File: config.mk
export PLATFORM = sky130hd
export DESIGN_NAME = tmr_ovf_timer
export DESIGN_NICKNAME = d
export VERILOG_FILES = /design/src/rtl/tmr_pkg.sv /design/src/rtl/tmr_ctl_reg.sv /design/src/rtl/tmr_counter.sv /design/src/rtl/tmr_ovf_flag.sv /design/src/rtl/tmr_ovf_timer.sv
export SDC_FILE = /design/constraint.sdc
export NUM_CORES = 1
export LEC_CHECK = 0
export BUFFER_PORTS_ARGS = -buffer_cell sky130_fd_sc_hd__buf_2
export CAP_MARGIN = 20
export CORE_MARGIN = 10
export CORE_UTILIZATION = 48
export CTS_CLUSTER_SIZE = 30
export DETAILED_ROUTE_END_ITERATION = 12
export GPL_ROUTABILITY_DRIVEN = 0
export PLACE_DENSITY = 0.77
export SLEW_MARGIN = 20
export SYNTH_ARGS = -nofsm -noshare
export SYNTH_HDL_FRONTEND = slang
export SYNTH_SLANG_ARGS = --single-unit
File: constraint.sdc
create_clock -name clk -period 0.96 [get_ports clk]
set_input_delay 0.144 -clock clk [delete_from_list [all_inputs] [get_ports clk]]
set_output_delay 0.144 -clock clk [all_outputs]
set_load 0.02 [all_outputs]
File: src/rtl/tmr_pkg.sv
package tmr_pkg;
  localparam int ADDR_W = 2;

  typedef enum logic [ADDR_W-1:0] {
    REG_CNT  = 2'd0,
    REG_CTL  = 2'd1,
    REG_FLG  = 2'd2,
    REG_NONE = 2'd3
  } reg_addr_e;
endpackage

File: src/rtl/tmr_ctl_reg.sv
module tmr_ctl_reg #(
  parameter int SEL_W = 3
) (
  input  logic             clk,
  input  logic             rst_n,
  input  logic             wr,
  input  logic [SEL_W:0]   wdata,
  output logic [SEL_W-1:0] sel,
  output logic             ie
);
  logic [SEL_W-1:0] sel_d, sel_q;
  logic             ie_d, ie_q;

  always_comb begin
    sel_d = sel_q;
    ie_d  = ie_q;
    if (wr) begin
      sel_d = wdata[SEL_W-1:0];
      ie_d  = wdata[SEL_W];
    end
  end

  always_ff @(posedge clk or negedge rst_n) begin
    if (!rst_n) begin
      sel_q <= '0;
      ie_q  <= 1'b0;
    end else begin
      sel_q <= sel_d;
      ie_q  <= ie_d;
    end
  end

  assign sel = sel_q;
  assign ie  = ie_q;

  // control fields take written value and hold otherwise
  assert_ctl_write_R11: assert property (@(posedge clk) disable iff (!rst_n)
    wr |=> (sel_q == $past(wdata[SEL_W-1:0])) && (ie_q == $past(wdata[SEL_W])));
  assert_ctl_hold_R11: assert property (@(posedge clk) disable iff (!rst_n)
    !wr |=> $stable(sel_q) && $stable(ie_q));
endmodule

File: src/rtl/tmr_counter.sv
module tmr_counter #(
  parameter int W = 8
) (
  input  logic         clk,
  input  logic         rst_n,
  input  logic         run,
  input  logic         cnt_en,
  input  logic         load,
  input  logic [W-1:0] load_val,
  output logic [W-1:0] count,
  output logic         wrap
);
  localparam logic [W-1:0] ONE = W'(1);
  localparam logic [W-1:0] TOP = '1;

  logic [W-1:0] cnt_d, cnt_q;
  logic         step;

  always_comb begin
    step  = run && cnt_en && !load;
    wrap  = step && (cnt_q == TOP);
    cnt_d = cnt_q;
    if (load)      cnt_d = load_val;
    else if (step) cnt_d = cnt_q + ONE;
  end

  always_ff @(posedge clk or negedge rst_n) begin
    if (!rst_n) cnt_q <= '0;
    else        cnt_q <= cnt_d;
  end

  assign count = cnt_q;

  // a strobe with a source selected advances by one
  assert_step_R2: assert property (@(posedge clk) disable iff (!rst_n)
    (run && cnt_en && !load) |=> cnt_q == $past(cnt_q) + ONE);
  // no source selected means the value holds
  assert_stopped_R3: assert property (@(posedge clk) disable iff (!rst_n)
    (!run && !load) |=> $stable(cnt_q));
  // a software load always wins
  assert_load_wins_R9: assert property (@(posedge clk) disable iff (!rst_n)
    load |=> cnt_q == $past(load_val));
  // a wrap leaves the counter at zero
  assert_wrap_zero_R4: assert property (@(posedge clk) disable iff (!rst_n)
    wrap |=> cnt_q == '0);
endmodule

File: src/rtl/tmr_ovf_flag.sv
module tmr_ovf_flag (
  input  logic clk,
  input  logic rst_n,
  input  logic set,
  input  logic clr,
  output logic flag
);
  logic flag_d, flag_q;

  always_comb begin
    flag_d = flag_q;
    if (set)      flag_d = 1'b1;
    else if (clr) flag_d = 1'b0;
  end

  always_ff @(posedge clk or negedge rst_n) begin
    if (!rst_n) flag_q <= 1'b0;
    else        flag_q <= flag_d;
  end

  assign flag = flag_q;

  // an overflow always leaves the flag set, even against a clear
  assert_set_wins_R10: assert property (@(posedge clk) disable iff (!rst_n)
    set |=> flag_q);
  // without a clear request the flag never drops
  assert_sticky_R5: assert property (@(posedge clk) disable iff (!rst_n)
    (flag_q && !clr) |=> flag_q);
  // a clear with no overflow empties the flag
  assert_clear_R6: assert property (@(posedge clk) disable iff (!rst_n)
    (clr && !set) |=> !flag_q);
endmodule

File: src/rtl/tmr_ovf_timer.sv
module tmr_ovf_timer #(
  parameter int CNT_W = 8,
  parameter int SEL_W = 3
) (
  input  logic                      clk,
  input  logic                      rst_n,
  input  logic                      cnt_en,
  input  logic                      glb_irq_en,
  input  logic                      irq_ack,
  input  logic [tmr_pkg::ADDR_W-1:0] reg_addr,
  input  logic                      reg_we,
  input  logic [CNT_W-1:0]          reg_wdata,
  output logic [CNT_W-1:0]          reg_rdata,
  output logic [SEL_W-1:0]          src_sel,
  output logic                      irq_req
);
  import tmr_pkg::*;

  localparam int IE_BIT = SEL_W;

  logic [1:0]       rst_sync_q;
  logic             rst_int_n;
  logic             we_cnt, we_ctl, we_flg;
  logic [SEL_W-1:0] sel;
  logic             ie;
  logic [CNT_W-1:0] count;
  logic             wrap;
  logic             flag;
  logic             flag_clr;
  logic [CNT_W-1:0] ctl_word;

  always_ff @(posedge clk or negedge rst_n) begin
    if (!rst_n) rst_sync_q <= 2'b00;
    else        rst_sync_q <= {rst_sync_q[0], 1'b1};
  end
  assign rst_int_n = rst_sync_q[1];

  always_comb begin
    we_cnt   = reg_we && (reg_addr_e'(reg_addr) == REG_CNT);
    we_ctl   = reg_we && (reg_addr_e'(reg_addr) == REG_CTL);
    we_flg   = reg_we && (reg_addr_e'(reg_addr) == REG_FLG);
    flag_clr = (we_flg && reg_wdata[0]) || irq_ack;
  end

  tmr_ctl_reg #(.SEL_W(SEL_W)) u_ctl (
    .clk   (clk),
    .rst_n (rst_int_n),
    .wr    (we_ctl),
    .wdata (reg_wdata[SEL_W:0]),
    .sel   (sel),
    .ie    (ie)
  );

  tmr_counter #(.W(CNT_W)) u_cnt (
    .clk      (clk),
    .rst_n    (rst_int_n),
    .run      (sel != '0),
    .cnt_en   (cnt_en),
    .load     (we_cnt),
    .load_val (reg_wdata),
    .count    (count),
    .wrap     (wrap)
  );

  tmr_ovf_flag u_flg (
    .clk   (clk),
    .rst_n (rst_int_n),
    .set   (wrap),
    .clr   (flag_clr),
    .flag  (flag)
  );

  always_comb begin
    ctl_word                = '0;
    ctl_word[SEL_W-1:0]     = sel;
    ctl_word[IE_BIT]        = ie;
    case (reg_addr_e'(reg_addr))
      REG_CNT: reg_rdata = count;
      REG_CTL: reg_rdata = ctl_word;
      REG_FLG: reg_rdata = {{(CNT_W-1){1'b0}}, flag};
      default: reg_rdata = '0;
    endcase
  end

  assign src_sel = sel;
  assign irq_req = flag && ie && glb_irq_en;

  // the global enable masks the request
  assert_global_mask_R8: assert property (@(posedge clk) disable iff (!rst_int_n)
    !glb_irq_en |-> !irq_req);
  // an acknowledge without a fresh wrap drops the request
  assert_ack_drops_R7: assert property (@(posedge clk) disable iff (!rst_int_n)
    (irq_ack && !wrap) |=> !irq_req);
  // upper control bits always read zero
  assert_ctl_upper_R11: assert property (@(posedge clk) disable iff (!rst_int_n)
    (reg_addr_e'(reg_addr) == REG_CTL) |-> (reg_rdata[CNT_W-1:IE_BIT+1] == '0));
endmodule

==> summary.txt <==
Timing
  – Slew Limit Fails: 0
  – Fin worst setup slack: -0.4476 ns
  – Minimum clock period after layout: 1.408 ns
  – Tcrit/Tclk final: 146.6%
  – Final setup TNS: -6.505 ns
  – Endpoints failing hold: 0
  – Max Freq: ~0.71 GHz
  – RSZ-0062 raised after global routing: yes
  – Setup violators final: 24
  – Final Skew: between 0.01 and 0.015 ns

Setup path
  – Element type at the critical path start: flip-flop
  – Slowest-stage cell, CP: dfrtp_1
  – Setup CP Type: flip-flop to flip-flop
  – Data required time of the critical path: 1.17 ns
  – Max incr delay on CP: 0.42 ns
  – Worst Path Arrival: 1.62 ns
  – Cell Chain, Critical Path: buf_6 -> nand3_4 -> nor4_4 -> xnor2_1 -> a21oi_1
  – Crit. End Element: flip-flop
  – Largest fanout on the critical path: 3

Clocking
  – Clk slew on worst S/H paths: 0.10 ns
  – # H-tree levels: 1
  – CTS Root Cell: clkbuf_4
  – Clock Sinks: 15
  – Clk buf depth: 2
  – CTS tree: done
  – Clock latency on the worst-skew pair: 0.30 ns
  – Total CTS buffers: 3

Routing
  – Iter 0 DRT Violations: 65
  – DRT Pass-1 Iters: 4
  – Via count: slightly below 1000
  – Drt total wl: 3.590 mm
  – DRC violations left: 0
  – Number of routed nets with antenna violations: 0
  – Routed WL per cell: around 22 microns
  – Via/cell ratio: 5.872

Job
  – Max cap viols: 0

Yosys
  – Most area-consuming cells after synthesis: dfrtp_1 (45%), mux2i_1 (5.9%), nor2_1 (4.9%), a21oi_1 (4.8%), xnor2_1 (4.2%)
  – Ys Warns: 0
  – Post-synth cell types: 28
  – Syn_area_per_cell: 10.40 sq um
  – Post-Syn Instances: slightly above 80
  – Mapped cell area: 842.1 sq um
  – Most area-hungry cell type in the Yosys netlist: dfrtp_1
  – Synth top area share: approximately 45%
  – Post-synthesis sequential area ratio: 44.58%
  – Net count after synthesis: 98
  – #FFs+latches synth: 15

Layout
  – Cell Count, Final, Fillers Out: 164
  – Most common cell after layout, fill and taps aside: buf_4
  – Design Area, Final: 1573 sq um
  – ANT cells: 0
  – Layout cells sized above 1: 69.39%
  – Final core area utilization: between 90 and 100%
  – Most frequent cells in the layout: buf_4 (26), buf_6 (22), buf_2 (15)
  – Nets: 165
  – Layout Area Growth over Synthesis: 86.78%

Floorplanning
  – Die width: 61.89 microns
  – Num rows: 15
  – Die H: 61.89 microns
  – Die Area: 3830 sq um
  – Initial Util: 49.85%
  – Core Region: between 1500 and 2000 sq um
  – Ports: 28

Worst hold path
  – Worst Hold Class: input port to flip-flop

Power
  – Pwr per Cell Area: 2533 nW/um^2
  – Worst VDD drop: 1.925 mV
  – Lkg Pwr: approximately 0.00073 uW

Global routing
  – Met1 usage: 21.05%
  – All-Layer GR Usage: 17.88%
  – Initial antenna violation count: 0
  – Global-route wire length before repair: 4.919 mm
  – GRT overflow: 0
  – Met3 usage: 4.472%
  – Vias in the first global route: approximately 980
  – Largest net degree at the start of global routing: 14
  – Gr busiest metal: met2
  – GRT met2 Usage: 30.31%

Placed design
  – Area after DPL: 1162 sq um
  – Dpl hpwl: between 1.5 and 2 mm
  – Placed Cells incl. Taps: 144
  – IO Port Bufs: 27
  – Pre-CTS setup slack: -0.3962 ns

Outcome
  – Failing checks: negative setup slack
  – Status: finished with violations
[cell usage after synthesis]
library cell   n
nor2_2         1
mux2i_1        5
nand3_2        2
xor2_1         3
nand3_1        4
o311a_1        1
buf_4          1
nand2_1        3
nand3b_1       2
nor4_4         1
nor2b_1        1
o31ai_1        1
and3_1         2
nor3_4         1
conb_1         1
ha_1           1
nand2b_1       1
nor3b_2        1
nor2_1        11
xnor2_1        4
a21oi_1        8
mux2_1         3
dfrtp_1       15
and2_1         4
mux2_2         1
nor3_1         1
buf_2          1
o21ai_0        1
[logic make-up after synthesis]
group / synth area share, %
DFF: 44.58
muxes: 11.29
other: 0.4453
adders and majority gates: 1.486
and+or+nand+nor: 26.00
buffers and inverters: 1.486
AOI/OAI and AO/OA: 7.429
xor gates and xnor gates: 7.281
[path summary, 6_finish.rpt]
kind                                       startpoint                          to  slack, ns  depth (start not counted)
hold reg to reg               rst_sync_q[1]$_DFF_PN0_  u_cnt.count[5]$_DFFE_PN0P_       0.20                          1
max in group asynchronous     rst_sync_q[1]$_DFF_PN0_    u_ctl.sel[2]$_DFFE_PN0P_       0.57                          1
min in group asynchronous                       rst_n     rst_sync_q[0]$_DFF_PN0_       0.13                          2
setup reg to reg           u_cnt.count[0]$_DFFE_PN0P_  u_cnt.count[7]$_DFFE_PN0P_      -0.45                          5
hold / removal                           reg_wdata[3]        u_ctl.ie$_DFFE_PN0P_        0.1                          2
setup / recovery           u_cnt.count[0]$_DFFE_PN0P_  u_cnt.count[7]$_DFFE_PN0P_      -0.45                          5
[state kept, by name, indices dropped and copies added, names as in the netlist]
name,flops
u_ctl.ie,1
u_cnt.count,8
rst_sync_q,2
u_ctl.sel,3
u_flg.flag,1
[metal layers]
layer,wire (microns),up-vias
met3,262,12
met4,109,0
met1,1422,474
met5,0,-
met2,1796,63
li1,-,414
[final cells by class]
class	instances	area (sq um)
multi-input combinational	64	618.1
clock buffer	4	26.28
fill	50	116.4
sequential	15	379.1
timing repair buffer	64	528.0
tap	17	21.27
[power breakdown]
part / switching (uW) / internal [uW]
clock network: 222 / 162
registers: 206 / 843
logic: 1170 / 1380
total: 1600 / 2380
[critical path: cells and delay by family (launching register included)]
kind            cells  cell delay (ns)
buf+inv             1             0.13
compound gates      1             0.22
flops               1             0.42
simple gates        2             0.43
xor+xnor            1             0.13
[metrics by stage]
step	total power [uW]	hold WS [ns]
5_1_grt	4131	0.08360
2_1_floorplan	1776	-0.1516
4_1_cts	3461	0.07748
3_3_place_gp	2301	-0.07210
6_report	3984	0.09522
3_5_place_dp	2378	-0.06842
[what timing repair did]
action,CTS,global route
pin swaps,15,14
gates resized for setup,47,19
endpoints found under the hold margin,2,0
buffers inserted,13,5
hold buffers,1,0
setup endpoints to repair,22,24
gates cloned,0,0
No activity file was read; power rests on OpenSTA's default activity.
